==> src/rtl/supi2c_pkg.sv <==
package supi2c_pkg;

    localparam int BYTE_W = 8;
    localparam int ADDR_W = BYTE_W - 1;
    localparam int DIAG_W = 5;

    typedef enum logic [2:0] {
        ST_IDLE     = 3'd0,
        ST_ADDR     = 3'd1,
        ST_ADDR_ACK = 3'd2,
        ST_WR_DATA  = 3'd3,
        ST_WR_ACK   = 3'd4,
        ST_RD_DATA  = 3'd5,
        ST_RD_ACK   = 3'd6
    } tgt_state_e;

    typedef enum logic [2:0] {
        VT_OFF   = 3'd0,
        VT_13    = 3'd1,
        VT_14    = 3'd2,
        VT_18P5  = 3'd3,
        VT_19P5  = 3'd4,
        VT_13P4  = 3'd5,
        VT_22    = 3'd6
    } vtgt_e;

    typedef struct packed {
        logic aux;
        logic itest;
        logic pcl;
        logic ttx;
        logic ten;
        logic llc;
        logic vsel;
        logic en;
    } ctrl_t;

    localparam int DIAG_VMON_BIT = 3;

endpackage

==> src/rtl/supi2c_sync.sv <==
module supi2c_sync #(
    parameter int STAGES = 2,
    parameter int LANES  = 2
) (
    input  logic             clk,
    input  logic             rst_n,
    input  logic [LANES-1:0] raw,
    output logic [LANES-1:0] lvl,
    output logic [LANES-1:0] rise,
    output logic [LANES-1:0] fall
);

    for (genvar g = 0; g < LANES; g++) begin : g_lane
        logic [STAGES:0] chain;

        always_ff @(posedge clk or negedge rst_n) begin
            if (!rst_n) begin
                chain <= '1;
            end else begin
                chain <= {chain[STAGES-1:0], raw[g]};
            end
        end

        assign lvl[g]  = chain[STAGES-1];
        assign rise[g] = chain[STAGES-1] & ~chain[STAGES];
        assign fall[g] = ~chain[STAGES-1] & chain[STAGES];
    end

endmodule

==> src/rtl/supi2c_vdecode.sv <==
module supi2c_vdecode
    import supi2c_pkg::*;
(
    input  logic  en,
    input  logic  aux,
    input  logic  vsel,
    input  logic  llc,
    input  logic  pin_hi,
    output vtgt_e vtgt
);

    always_comb begin
        if (!en) begin
            vtgt = VT_OFF;
        end else if (aux) begin
            vtgt = VT_22;
        end else if (!pin_hi) begin
            vtgt = VT_13P4;
        end else begin
            unique case ({vsel, llc})
                2'b00:   vtgt = VT_13;
                2'b01:   vtgt = VT_14;
                2'b10:   vtgt = VT_18P5;
                default: vtgt = VT_19P5;
            endcase
        end
    end

endmodule

==> src/rtl/supi2c_target_fsm.sv <==
module supi2c_target_fsm
    import supi2c_pkg::*;
(
    input  logic              clk,
    input  logic              rst_n,
    input  logic              scl_lvl,
    input  logic              scl_rise,
    input  logic              scl_fall,
    input  logic              sda_lvl,
    input  logic              sda_rise,
    input  logic              sda_fall,
    input  logic [ADDR_W-1:0] own_addr,
    input  logic [BYTE_W-1:0] rd_word,
    output logic              snap_stb,
    output logic              wr_stb,
    output logic [BYTE_W-1:0] wr_data,
    output logic              sda_oe
);

    localparam int CNT_W = $clog2(BYTE_W + 1);
    localparam logic [CNT_W-1:0] CNT_FULL = CNT_W'(BYTE_W);

    tgt_state_e        state, nxt;
    logic [CNT_W-1:0]  cnt;
    logic [BYTE_W-1:0] sh;
    logic              mack;
    logic              start_c, stop_c, addr_hit, byte_end;

    assign start_c  = sda_fall & scl_lvl;
    assign stop_c   = sda_rise & scl_lvl;
    assign addr_hit = (sh[BYTE_W-1:1] == own_addr);
    assign byte_end = scl_fall && (cnt == CNT_FULL);

    // next-state selection
    always_comb begin
        nxt = state;
        if (stop_c) begin
            nxt = ST_IDLE;
        end else if (start_c) begin
            nxt = ST_ADDR;
        end else begin
            unique case (state)
                ST_IDLE:     nxt = ST_IDLE;
                ST_ADDR:     if (byte_end) nxt = addr_hit ? ST_ADDR_ACK : ST_IDLE;
                ST_ADDR_ACK: if (scl_fall) nxt = sh[0] ? ST_RD_DATA : ST_WR_DATA;
                ST_WR_DATA:  if (byte_end) nxt = ST_WR_ACK;
                ST_WR_ACK:   if (scl_fall) nxt = ST_WR_DATA;
                ST_RD_DATA:  if (byte_end) nxt = ST_RD_ACK;
                ST_RD_ACK:   if (scl_fall) nxt = mack ? ST_RD_DATA : ST_IDLE;
                default:     nxt = ST_IDLE;
            endcase
        end
    end

    // state register and datapath
    always_ff @(posedge clk or negedge rst_n) begin
        if (!rst_n) begin
            state <= ST_IDLE;
            cnt   <= '0;
            sh    <= '0;
            mack  <= 1'b0;
        end else begin
            state <= nxt;
            if (start_c || stop_c) begin
                cnt <= '0;
            end else begin
                unique case (state)
                    ST_ADDR, ST_WR_DATA: begin
                        if (scl_rise && cnt != CNT_FULL) begin
                            sh  <= {sh[BYTE_W-2:0], sda_lvl};
                            cnt <= cnt + 1'b1;
                        end
                    end
                    ST_ADDR_ACK: begin
                        if (scl_fall) begin
                            cnt <= '0;
                            if (sh[0]) sh <= rd_word;
                        end
                    end
                    ST_WR_ACK: begin
                        if (scl_fall) cnt <= '0;
                    end
                    ST_RD_DATA: begin
                        if (scl_rise) begin
                            cnt <= cnt + 1'b1;
                        end else if (scl_fall && cnt != CNT_FULL) begin
                            sh <= {sh[BYTE_W-2:0], 1'b0};
                        end
                    end
                    ST_RD_ACK: begin
                        if (scl_rise) mack <= ~sda_lvl;
                        if (scl_fall) begin
                            cnt <= '0;
                            sh  <= rd_word;
                        end
                    end
                    default: ;
                endcase
            end
        end
    end

    // outputs
    always_comb begin
        snap_stb = 1'b0;
        wr_stb   = 1'b0;
        sda_oe   = 1'b0;
        wr_data  = sh;
        unique case (state)
            ST_ADDR:     snap_stb = byte_end && addr_hit && sh[0];
            ST_ADDR_ACK: sda_oe = 1'b1;
            ST_WR_DATA:  wr_stb = byte_end;
            ST_WR_ACK:   sda_oe = 1'b1;
            ST_RD_DATA:  sda_oe = ~sh[BYTE_W-1];
            default:     ;
        endcase
    end

    // a non-matching address never leads to an acknowledge phase
    p_nack_foreign_r2: assert property (@(posedge clk) disable iff (!rst_n)
        (state == ST_ADDR && byte_end && !addr_hit && !start_c && !stop_c) |=> (state == ST_IDLE));

    // START seen in a data phase returns to address reception
    p_restart_r11: assert property (@(posedge clk) disable iff (!rst_n)
        (start_c && !stop_c && state == ST_WR_ACK) |=> (state == ST_ADDR && cnt == '0));

endmodule

==> src/rtl/supi2c_ctl_regs.sv <==
module supi2c_ctl_regs
    import supi2c_pkg::*;
#(
    parameter logic [6:0] ADDR_LO     = 7'h08,
    parameter logic [6:0] ADDR_HI     = 7'h09,
    parameter int         SYNC_STAGES = 2
) (
    input  logic       clk,
    input  logic       rst_n,
    input  logic       scl_i,
    input  logic       sda_i,
    output logic       sda_oe,
    input  logic       addr_sel,
    input  logic       vctrl_i,
    input  logic [4:0] diag_i,
    output logic       en_o,
    output logic       vsel_o,
    output logic       llc_o,
    output logic       ten_o,
    output logic       ttx_o,
    output logic       aux_o,
    output logic       itest_o,
    output logic       pcl_o,
    output logic [2:0] vtarget_o
);

    logic [1:0]        ln_lvl, ln_rise, ln_fall;
    logic [ADDR_W-1:0] own_addr;
    logic              snap_stb, wr_stb;
    logic [BYTE_W-1:0] wr_data, live_word, shadow_q;
    ctrl_t             ctrl_q;
    vtgt_e             vtgt;

    supi2c_sync #(.STAGES(SYNC_STAGES), .LANES(2)) u_sync (
        .clk  (clk),
        .rst_n(rst_n),
        .raw  ({sda_i, scl_i}),
        .lvl  (ln_lvl),
        .rise (ln_rise),
        .fall (ln_fall)
    );

    assign own_addr = addr_sel ? ADDR_HI : ADDR_LO;

    supi2c_target_fsm u_fsm (
        .clk     (clk),
        .rst_n   (rst_n),
        .scl_lvl (ln_lvl[0]),
        .scl_rise(ln_rise[0]),
        .scl_fall(ln_fall[0]),
        .sda_lvl (ln_lvl[1]),
        .sda_rise(ln_rise[1]),
        .sda_fall(ln_fall[1]),
        .own_addr(own_addr),
        .rd_word (shadow_q),
        .snap_stb(snap_stb),
        .wr_stb  (wr_stb),
        .wr_data (wr_data),
        .sda_oe  (sda_oe)
    );

    always_ff @(posedge clk or negedge rst_n) begin
        if (!rst_n) begin
            ctrl_q <= '0;
        end else if (wr_stb) begin
            ctrl_q <= ctrl_t'(wr_data);
        end
    end

    assign live_word = {ctrl_q.llc, ctrl_q.vsel, ctrl_q.en,
                        diag_i[4],
                        diag_i[DIAG_VMON_BIT] & ~ctrl_q.llc,
                        diag_i[2:0]};

    always_ff @(posedge clk or negedge rst_n) begin
        if (!rst_n) begin
            shadow_q <= '0;
        end else if (snap_stb) begin
            shadow_q <= live_word;
        end
    end

    supi2c_vdecode u_vdec (
        .en    (ctrl_q.en),
        .aux   (ctrl_q.aux),
        .vsel  (ctrl_q.vsel),
        .llc   (ctrl_q.llc),
        .pin_hi(vctrl_i),
        .vtgt  (vtgt)
    );

    assign en_o      = ctrl_q.en;
    assign vsel_o    = ctrl_q.vsel;
    assign llc_o     = ctrl_q.llc;
    assign ten_o     = ctrl_q.ten;
    assign ttx_o     = ctrl_q.ttx;
    assign aux_o     = ctrl_q.aux;
    assign itest_o   = ctrl_q.itest;
    assign pcl_o     = ctrl_q.pcl;
    assign vtarget_o = vtgt;

    // the control register moves only after a data-byte acknowledge strobe
    p_ctrl_hold_r3: assert property (@(posedge clk) disable iff (!rst_n)
        !$past(wr_stb) |-> $stable(ctrl_q));

    // captured status holds except right after a read-address capture
    p_shadow_hold_r6: assert property (@(posedge clk) disable iff (!rst_n)
        !$past(snap_stb) |-> $stable(shadow_q));

    // output-voltage flag captured as 0 while compensation is on
    p_vmon_mask_r5: assert property (@(posedge clk) disable iff (!rst_n)
        ($past(snap_stb) && $past(ctrl_q.llc)) |-> !shadow_q[DIAG_VMON_BIT]);

    // disabled supply always decodes to the off code
    p_off_code_r7: assert property (@(posedge clk) disable iff (!rst_n)
        !en_o |-> (vtarget_o == 3'd0));

    // auxiliary request wins over select bits and pin
    p_aux_code_r8: assert property (@(posedge clk) disable iff (!rst_n)
        (en_o && aux_o) |-> (vtarget_o == 3'd6));

endmodule

==> config.mk <==
export PLATFORM = sky130hd
export DESIGN_NAME = supi2c_ctl_regs
export DESIGN_NICKNAME = d
export VERILOG_FILES = /design/src/rtl/supi2c_pkg.sv /design/src/rtl/supi2c_sync.sv /design/src/rtl/supi2c_vdecode.sv /design/src/rtl/supi2c_target_fsm.sv /design/src/rtl/supi2c_ctl_regs.sv
export SDC_FILE = /design/constraint.sdc
export NUM_CORES = 1
export LEC_CHECK = 0
export ABC_AREA = 1
export BUFFER_PORTS_ARGS = -buffer_cell sky130_fd_sc_hd__buf_4
export CORE_MARGIN = 2
export CORE_UTILIZATION = 55
export CTS_CLUSTER_SIZE = 8
export DETAILED_ROUTE_END_ITERATION = 7
export PLACE_DENSITY = 0.75
export SLEW_MARGIN = 20
export SYNTH_ARGS = -nofsm -noshare
export SYNTH_HDL_FRONTEND = slang
export SYNTH_SLANG_ARGS = --single-unit
==> constraint.sdc <==
create_clock -name clk -period 2 [get_ports clk]
set_input_delay 0.2 -clock clk [delete_from_list [all_inputs] [get_ports clk]]
set_output_delay 0.2 -clock clk [all_outputs]
set_load 0.02 [all_outputs]
=== Word-level counts from Yosys, hierarchy flattened ===
Index checks and enable logic that the tools add are counted.

* Flip-flop bits (word level): 38
* Bits of input ports: 11
* Logic and storage cells: 106

* $add $sub $neg: 1
* Equal/unequal tests: 26
* Mux-type cells: 32
* Bitwise operators: 14
* Reductions and logical operators: 17

{| class="wikitable"
|+ Operator list
! cell !! number
|-
| $mux W8 || 6
|-
| $mux W3 || 13
|-
| $pmux W8 S4 || 1
|-
| $ne A4 B1 Y1 const B || 6
|-
| $pmux W3 S6 || 1
|-
| $mux W4 || 4
|-
| $pmux W4 S3 || 1
|-
| $ne A2 B1 Y1 const B || 5
|-
| $eq A3 B3 Y1 const B || 3
|-
| $ne A3 B1 Y1 const B || 3
|-
| $pmux W3 S3 || 1
|-
| $reduce_and A8 Y1 || 1
|-
| $reduce_bool A4 Y1 || 2
|-
| $and A1 B1 Y1 || 7
|-
| $eq A7 B4 Y1 || 1
|-
| $not A1 Y1 || 7
|-
| $reduce_and A7 Y1 || 1
|-
| $eq A3 B2 Y1 const B || 2
|-
| $reduce_and A6 Y1 || 1
|-
| $logic_and A1 B1 Y1 || 5
|-
| $add A4 B1 Y4 const B || 1
|-
| $eq A4 B4 Y1 const B || 1
|-
| $ne A4 B4 Y1 const B || 1
|-
| $reduce_and A4 Y1 || 1
|-
| 12 further kinds || 15
|}

=== Depth between registers and ports, before layout ===
Gate-level depths: netlist of the first run.

* Depth after elaboration: 7
* Gate-level depth with buffers: 10
* Mapped depth without buffers: 10

=== Hierarchy ===
A second synthesis of the first run with hierarchy kept.

* Cells, all modules: 311
* Area total of the unflattened synthesis: 2268.4 um2

{| class="wikitable"
|+ Modules (own cells, without submodules)
! module !! instances !! cells an instance !! area an instance (um2) !! sequential area each (um2)
|-
| supi2c_target_fsm || 1 || 211 || 1353.8 || 400.4
|-
| supi2c_ctl_regs || 1 || 69 || 621.8 || 400.4
|-
| supi2c_sync || 1 || 16 || 202.7 || 157.7
|-
| supi2c_vdecode || 1 || 15 || 90.1 || 0.0
|}

=== Worst setup path after synthesis of the first run ===
Ideal clock, no wire load.

* Path type: register to register
* From: register u_fsm.cnt[0]
* To: register shadow_q[5]
* Setup time: 122 ps
* Data arrival time: 1339 ps
* Path slack: 540 ps
* Cell stages (with the launch flop): 10
* Path buffers: 0
* Period minus slack after synthesis: 1460 ps
* Cell sequence: dfrtp_1 > inv_1 > ha_1 > nand2_1 > nor2_2 > nand2_1 > nor2_4 > nand2_4 > nand2_1 > o21ai_1

* Word-level cells in the longest chain between the ends: 5

{| class="wikitable"
|+ RTL lines
! what !! line !! RTL
|-
| start, declared || supi2c_target_fsm.sv:24 || <nowiki>logic [CNT_W-1:0] cnt;</nowiki>
|-
| start signal, assigned || supi2c_target_fsm.sv:71 || <nowiki>cnt <= cnt + 1'b1;</nowiki>
|-
| start signal, assigned || supi2c_target_fsm.sv:85 || <nowiki>cnt <= cnt + 1'b1;</nowiki>
|-
| $eq A4 B4 Y1 || supi2c_target_fsm.sv:32 || <nowiki>assign byte_end = scl_fall && (cnt == CNT_FULL);</nowiki>
|-
| $logic_and A1 B1 Y1 || supi2c_target_fsm.sv:32 ||
|-
| $logic_and A1 B1 Y1 (2 in series) || supi2c_target_fsm.sv:110 || <nowiki>ST_ADDR: snap_stb = byte_end && addr_hit && sh[0];</nowiki>
|-
| $mux W1 || supi2c_target_fsm.sv:109 || <nowiki>unique case (state)</nowiki>
|-
| end signal, assigned || supi2c_ctl_regs.sv:79 || <nowiki>shadow_q <= live_word;</nowiki>
|-
| end, declared || supi2c_ctl_regs.sv:30 || <nowiki>logic [BYTE_W-1:0] wr_data, live_word, shadow_q;</nowiki>
|}

No other way between the ends.
A chain may end at the register's enable or synchronous reset.

=== Worst setup path after layout of the first run ===
Ends and elaborated chain as after synthesis.

==> impl_results.md, run 1 <==
* DRT iter0 DRCs at 90
* TNS Setup at 0 ps
* Yosys reg bits at 38
* Worst Setup End Kind: flop
* Max stage delay cell, worst path: dfrtp_1
* Via count at 1,861
* Fmax at 591.4 MHz
* Max cap viols at 0
* Worst setup margin at 309.0 ps
* Tmin final at 1691 ps
* Met2 Resource Use GR at 39.09%
* HPWL after DPL at 3732 µm
* Buf/Inv on CP at 1
* Antenna viol nets, final at 0
* Area Growth Syn to Fin at 14.33%
* Total GRT Usage at 24.19%
* Status: finished, final reports clean
* DR WL/cell at 13.69 µm
* Syn nets at 294
* Grt ovf at 0
* Final WL at 4927 µm
* Crit-path cells: inv_1, ha_1, nand2_1, nor2_2, nand2_1, nor2_4, nand2_4, nand2_1, o21ai_1
* CTS H-tree depth at 2
* Area leader, netlist: dfrtp_1
* CTS clock-pin slew for the worst setup and hold paths at 70 ps
* Clock Tree Root: clkbuf_8
* Routed vias/inst at 5.169
* Fraction of layout cells with a size suffix above 1 at 25.81%
* CP Launch Type: flop
* Final estimated routing congestion in global placement at 0.8663
* Most used cell, CP: nand2_1
* Die Ht at 67.76 µm
* First-pass GRT wire length at 8059 µm
* Row count at 23
* Unrepaired setup endpoints after global routing: false
* Post-synth top area share at 35.81%
* Worst Skew at 4.954 ps
* Initial antenna violation count at 0
* Count of final hold-check violations at 0
* Num CTS Buffers at 5
* Die W at 67.76 µm
* Mapped cell area at 2236 µm²
* Insertion delay to the later sink of the worst-skew pair at 290 ps
* CORE AREA at 3943 µm²
* Post-synthesis area per instance at 7.985 µm²
* Final setup vio count at 0
* # DRC at 0
* Post-layout util at 64.84%
* Rel. slew slack at 68.62%
* Synth area leaders: dfrtp_1, nand2_1, nand3_1
* Postcts setup bufs at 0
* Largest net degree at the start of global routing at 39
* Placement Setup Slack at 354.7 ps
* Buffers on Ports at 22
* Final period utilization at 84.55%
* Slew @ Worst Pin at 470.7 ps
* CTS max path bufs at 2
* Final max-slew violation count at 0
* TritonCTS clock tree: yes
* Clk sinks at 38
* Yosys warning count at 0
* Largest delay contributor family on the critical path: simple AND/OR/NAND/NOR gates
* PD cells at 710.5 nW/µm²
* CP required at 2180 ps
* GR Util met3 at 5.833%
* Cell count after synthesis at 280
* Die ar. at 4591 µm²
* Worst hold path type: in2reg
* Crit Path Class: reg2reg
* Net count, final at 323
* FFs w/ async S/R, synth at 100.0%
* Gates resized, CTS repair at 0
* Leakage power at 1.372 nW
* Initial DRT Pass Iterations at 4
* Maximum VDD drop at 0.5448 mV
* Most common cell in the synthesized netlist: nand2_1
* Synth top cells by count: nand2_1, nand3_1, dfrtp_1, inv_1, nor2_1
* GRT busiest layer: met2
* Netlist cell types at 33
* Max FO, Critical Path at 9
* Fillers at 348
* Worst Path Arrival at 1870 ps
* EDFF count, synth at 0
* Post-synthesis sequential area ratio at 42.87%
* Initial Util at 56.71%
* Top_reg_cell synth: dfrtp_1
* Tot Pwr at 1.816 mW
* Routing usage on met1 at 31.04%
* I/O pins at 23
* Max incr delay on CP at 420 ps
* # hold bufs at CTS at 1
* ANT cells at 0
* Vias in the first global route at 1,734
-- through the flow --
stage                     hold slack, ps  cells  instance area [µm²]
after floorplan                   -95.59    280                 2236
after global placement             193.6    349                 2435
after detailed placement           194.8    349                 2435
after CTS                         0.3972    358                 2536
after global routing               143.6    360                 2556
final                              147.4    360                 2556
-- worst reg2reg max path: cells and delay by family (launching register included) --
kind / cells / cell delay (ps)
buffers and inverters: 1 / 90
AND/OR/NAND/NOR: 6 / 840
flip-flops: 1 / 420
AO/OA/AOI/OAI: 1 / 60
adder cells (fa/ha/maj): 1 / 170
-- cells by family (layout without fill, tap and decap cells) --
logic type | after synthesis | count (layout) | synth area share, %
AOI/OAI and AO/OA | 25 | 25 | 7.947
xor gates and xnor gates | 1 | 1 | 0.3918
adders and majority gates | 3 | 3 | 1.679
buffers and inverters | 34 | 64 | 7.051
DFF | 38 | 38 | 42.87
and+or+nand+nor | 179 | 179 | 40.07
-- power by group --
part	internal, mW	switching, mW
registers	0.843	0.0858
clock network	0.278	0.264
logic	0.115	0.230
total	1.24	0.580
-- layout make-up --
type | count | area [µm²] | area share [%]
tap | 50 | 62.56 | 2.447
timing repair buffer | 27 | 210.2 | 8.223
inverter | 29 | 113.9 | 4.454
clock buffer | 7 | 86.33 | 3.377
multi-input combinational | 208 | 1120 | 43.81
sequential | 38 | 958.4 | 37.49
clock inverter | 1 | 5.005 | 0.1958
-- worst paths after layout --
path / depth (start not counted) / to / slack, ps / start
worst max-delay path: 9 / shadow_q[5] / 310 / u_fsm.cnt[0]
min in group asynchronous: 2 / u_fsm.mack / 400 / rst_n
worst max register to register: 9 / shadow_q[5] / 310 / u_fsm.cnt[0]
worst min-delay path: 3 / shadow_q[0] / 150 / diag_i[0]
worst min register to register: 0 / u_sync.g_lane[1].chain[1] / 360 / u_sync.g_lane[1].chain[0]
max in group asynchronous: 2 / u_sync.g_lane[0].chain[0] / 1250 / rst_n
-- per-layer routing --
| metal | routed length, µm | vias up |
|---|---|---|
| met5 | 0 | - |
| met4 | 107 | 0 |
| met3 | 218 | 7 |
| met2 | 2381 | 42 |
| met1 | 2220 | 852 |
| li1 | - | 960 |
-- state kept, by name (all words and copies together), names as in the netlist --
name and count:
en_o 1, u_fsm.state 3, u_fsm.wr_data 8, vsel_o 1, u_sync.g_lane.chain 6, u_fsm.cnt 4
ttx_o 1, aux_o 1, u_fsm.mack 1, shadow_q 8, ten_o 1, itest_o 1
pcl_o 1, llc_o 1
-- cells in the final DEF (no fill, tap or decap) --
cell type,Yosys,layout
nand2_1,85,85
nand3_1,37,37
dfrtp_1,32,32
buf_4,0,24
inv_1,21,21
nor2_1,20,20
nand4_1,9,9
nand2_2,7,7
o21ai_2,7,7
o21ai_0,6,6
inv_2,6,6
nand2_4,6,6
clkbuf_8,0,6
dfstp_2,6,6
nor2_2,5,5
a21oi_1,3,3
nor2_4,3,3
ha_1,3,3
dlygate4sd3_1,0,3
inv_4,2,2
nand3_2,2,2
nor2_8,2,2
o21ai_1,2,2
a211oi_1,1,1
o31ai_1,1,1
nor3_1,1,1
a21oi_2,1,1
nand4_2,1,1
a21oi_4,1,1
or2_0,1,1
o21bai_1,1,1
a31oi_1,1,1
xor2_1,1,1
o211ai_1,1,1
clkbuf_1,0,1
clkinv_2,0,1
Note: power is estimated with default switching activity, not from simulation.
==> run 2, diff against run 1 <==
--- a/config.mk
+++ b/config.mk
@@ -5,13 +5,13 @@
 export SDC_FILE = /design/constraint.sdc
 export NUM_CORES = 1
 export LEC_CHECK = 0
-export ABC_AREA = 1
+export ABC_AREA = 0
 export BUFFER_PORTS_ARGS = -buffer_cell sky130_fd_sc_hd__buf_4
 export CORE_MARGIN = 2
-export CORE_UTILIZATION = 55
+export CORE_UTILIZATION = 51
 export CTS_CLUSTER_SIZE = 8
 export DETAILED_ROUTE_END_ITERATION = 7
-export PLACE_DENSITY = 0.75
+export PLACE_DENSITY = 0.74
 export SLEW_MARGIN = 20
 export SYNTH_ARGS = -nofsm -noshare
 export SYNTH_HDL_FRONTEND = slang
==> constraint.sdc (replaced) <==
create_clock -name clk -period 1.35 [get_ports clk]
set_input_delay 0.135 -clock clk [delete_from_list [all_inputs] [get_ports clk]]
set_output_delay 0.135 -clock clk [all_outputs]
set_load 0.02 [all_outputs]
==> impl_results.md, run 2 <==
* Status: finished with violations
* Failing checks: setup timing
* FFs w/ async S/R, synth at 100.0%
* Die ar. at 4288 µm²
* Antenna viol nets, final at 0
* Mapped cell area at 1928 µm²
* Fillers at 171
* CP Launch Type: flop
* Yosys warning count at 0
* Die W at 65.49 µm
* Unrepaired setup endpoints after global routing: true
* Synthesized-area fraction occupied by adder cells at 2.466%
* Worst hold path type: in2reg
* Net count, final at 273
* Area after DPL at 2505 µm²
* Via count at 1,883
* Area Growth Syn to Fin at 58.86%
* First-pass GRT wire length at 9349 µm
* Syn nets at 186
* Commonest cells after routing, fill and taps aside: buf_4, dfrtp_1, mux2_4
* CORE AREA at 3661 µm²
* Largest net degree at the start of global routing at 39
* Grt ovf at 0
* Mux share of post-synthesis cell area at 14.54%
* DRT iter0 DRCs at 134
* Die Ht at 65.49 µm
* Complex-gate fraction of the synthesized area at 14.80%
* Post-synthesis xor/xnor area fraction at 2.271%
* CTS H-tree depth at 2
* Cell count after synthesis at 172
* Initial antenna violation count at 0
* Final estimated routing congestion in global placement at 0.8394
* Max FO, Critical Path at 7
* Reg2Reg Setup Slack at -710 ps
* Netlist cell types at 43
* Max cap viols at 0
* Worst setup margin at -707.5 ps
* Count of final hold-check violations at 0
* Fmax at 486.0 MHz
* Worst Setup End Kind: flop
* Final max-slew violation count at 0
* PD cells at 1415 nW/µm²
* Row count at 22
* Vias in the first global route at 1,938
* Leakage power at 1.427 nW
* Worst r2r path cells at 5
* Num CTS Buffers at 5
* Yosys reg bits at 38
* Placed Instances at 278
* Synth area leaders: dfrtp_1, mux2_2, dfstp_2
* Tmin final at 2057 ps
* Synth top cells by count: dfrtp_1, mux2_2, nor2_1, nand2_1, a22o_1
* TritonCTS clock tree: yes
* CP required at 1540 ps
* # DRC at 0
* Routed vias/inst at 6.114
* Clk sinks at 38
* Insertion delay to the later sink of the worst-skew pair at 310 ps
* Commonest non-fill, non-tap cell in the layout: buf_4
* Final setup vio count at 36
* Clock Tree Root: clkbuf_8
* Slew @ Worst Pin at 472.4 ps
* Buffers on Ports at 22
* Rel. slew slack at 68.51%
* Final period utilization at 152.4%
* Main combinational cell family by area after synthesis: compound AO/OA/AOI/OAI gates
* Hold path start: diag_i[4]
* Worst Path Arrival at 2250 ps
* Post-synthesis simple-gate area fraction at 13.82%
* HPWL after DPL at 3441 µm
* Placement Setup Slack at -744.4 ps
* Post-synthesis area per instance at 11.21 µm²
* Initial Util at 52.67%
* Most common cell in the synthesized netlist: dfrtp_1
* CTS clock-pin slew for the worst setup and hold paths at 70 ps
* Top_reg_cell synth: dfrtp_1
* I/O pins at 23
* Post-synthesis sequential area ratio at 49.71%
* Initial DRT Pass Iterations at 4
* Area leader, netlist: dfrtp_1
* Final WL at 6544 µm
* Post-synth top area share at 41.53%
* Fraction of layout cells with a size suffix above 1 at 58.46%
* Worst R2R Start: u_sync.g_lane[0].chain[1]
* Maximum VDD drop at 1.006 mV
* ANT cells at 0
* EDFF count, synth at 0
* Total GRT Usage at 29.66%
* DR WL/cell at 21.25 µm
* Final instance area at 3063 µm²
* Hold Path Sink: shadow_q[4]
* Worst r2r dst: u_fsm.wr_data[2]
* Non-filler cells, final at 308
* Tot Pwr at 4.335 mW
* Hold Path Depth at 2
* TNS Setup at -15,270 ps
* Crit Path Class: reg2reg
* CTS max path bufs at 2
* Worst Skew at 11.97 ps
-- run 2: worst max-delay path, stage by stage (launching register included) --
cell and delay, ps:
dfstp_2 540, or3b_1 350, a211o_1 310, a211oi_4 240, buf_6 190, mux2_4 310
-- run 2: per-layer routing --
layer / part of all wire (%) / GRT usage, % / routed length [µm] / vias up
li1: - / - / - / 801
met1: 40 / 33.60 / 2600 / 944
met2: 50 / 51.79 / 3255 / 103
met3: 5.4 / 7.877 / 353 / 35
met4: 5.1 / 14.06 / 334 / 0
met5: 0 / 0 / 0 / -
-- run 2: worst max path at each step --
stage / start / endpoint / slack [ps] / depth (start not counted)
after global routing: u_sync.g_lane[0].chain[1] / u_fsm.wr_data[4] / -740 / 5
final: u_sync.g_lane[0].chain[1] / u_fsm.wr_data[2] / -710 / 5
after CTS: u_sync.g_lane[0].chain[1] / u_fsm.wr_data[5] / -710 / 5
after detailed placement: u_sync.g_lane[0].chain[1] / u_fsm.wr_data[5] / -740 / 5
after floorplan: u_sync.g_lane[0].chain[1] / u_fsm.wr_data[1] / -710 / 4
after global placement: u_sync.g_lane[0].chain[1] / u_fsm.wr_data[6] / -680 / 5
-- run 2: what timing repair did --
action                                  4_1_cts  5_1_grt
hold buffers                                  3        0
pin swaps                                    13        9
buffers inserted                              9       12
endpoints found under the setup margin       34       36
endpoints found under the hold margin        34        0
resized for setup                            43       28
-- run 2: cell families (layout without fill, tap and decap cells) --
kind of cell    Yosys count  count (layout)
compound gates           38              38
xor+xnor                  5               5
fa+ha+maj                 4               4
buf+inv                  12             100
flops                    38              38
mux                      25              25
simple gates             50              50
-- run 2: metrics by stage --
step                hold WS [ps]  util [%]
floorplan                 -160.6         -
global placement           117.1     68.42
detailed placement         126.7     68.42
CTS                        73.25     78.33
global route               52.46     83.66
finish                     59.89     83.66
-- run 2: area by class of cell --
cell class	count	area (µm²)	area share [%]
clock buffers	7	86.33	2.819
clock inverters	1	5.005	0.1634
inverters	6	22.52	0.7353
multi-input cells	122	1200	39.17
flip-flops and latches	38	959.7	31.33
well taps	48	60.06	1.961
repair buffers	86	729.5	23.82
-- run 2: where the power goes --
group / internal [mW] / switching (mW) / total, mW / leakage [nW]
logic: 1.08 / 0.965 / 2.04 / 0.882
registers: 1.30 / 0.145 / 1.45 / 0.496
clock network: 0.412 / 0.433 / 0.845 / 0.0482
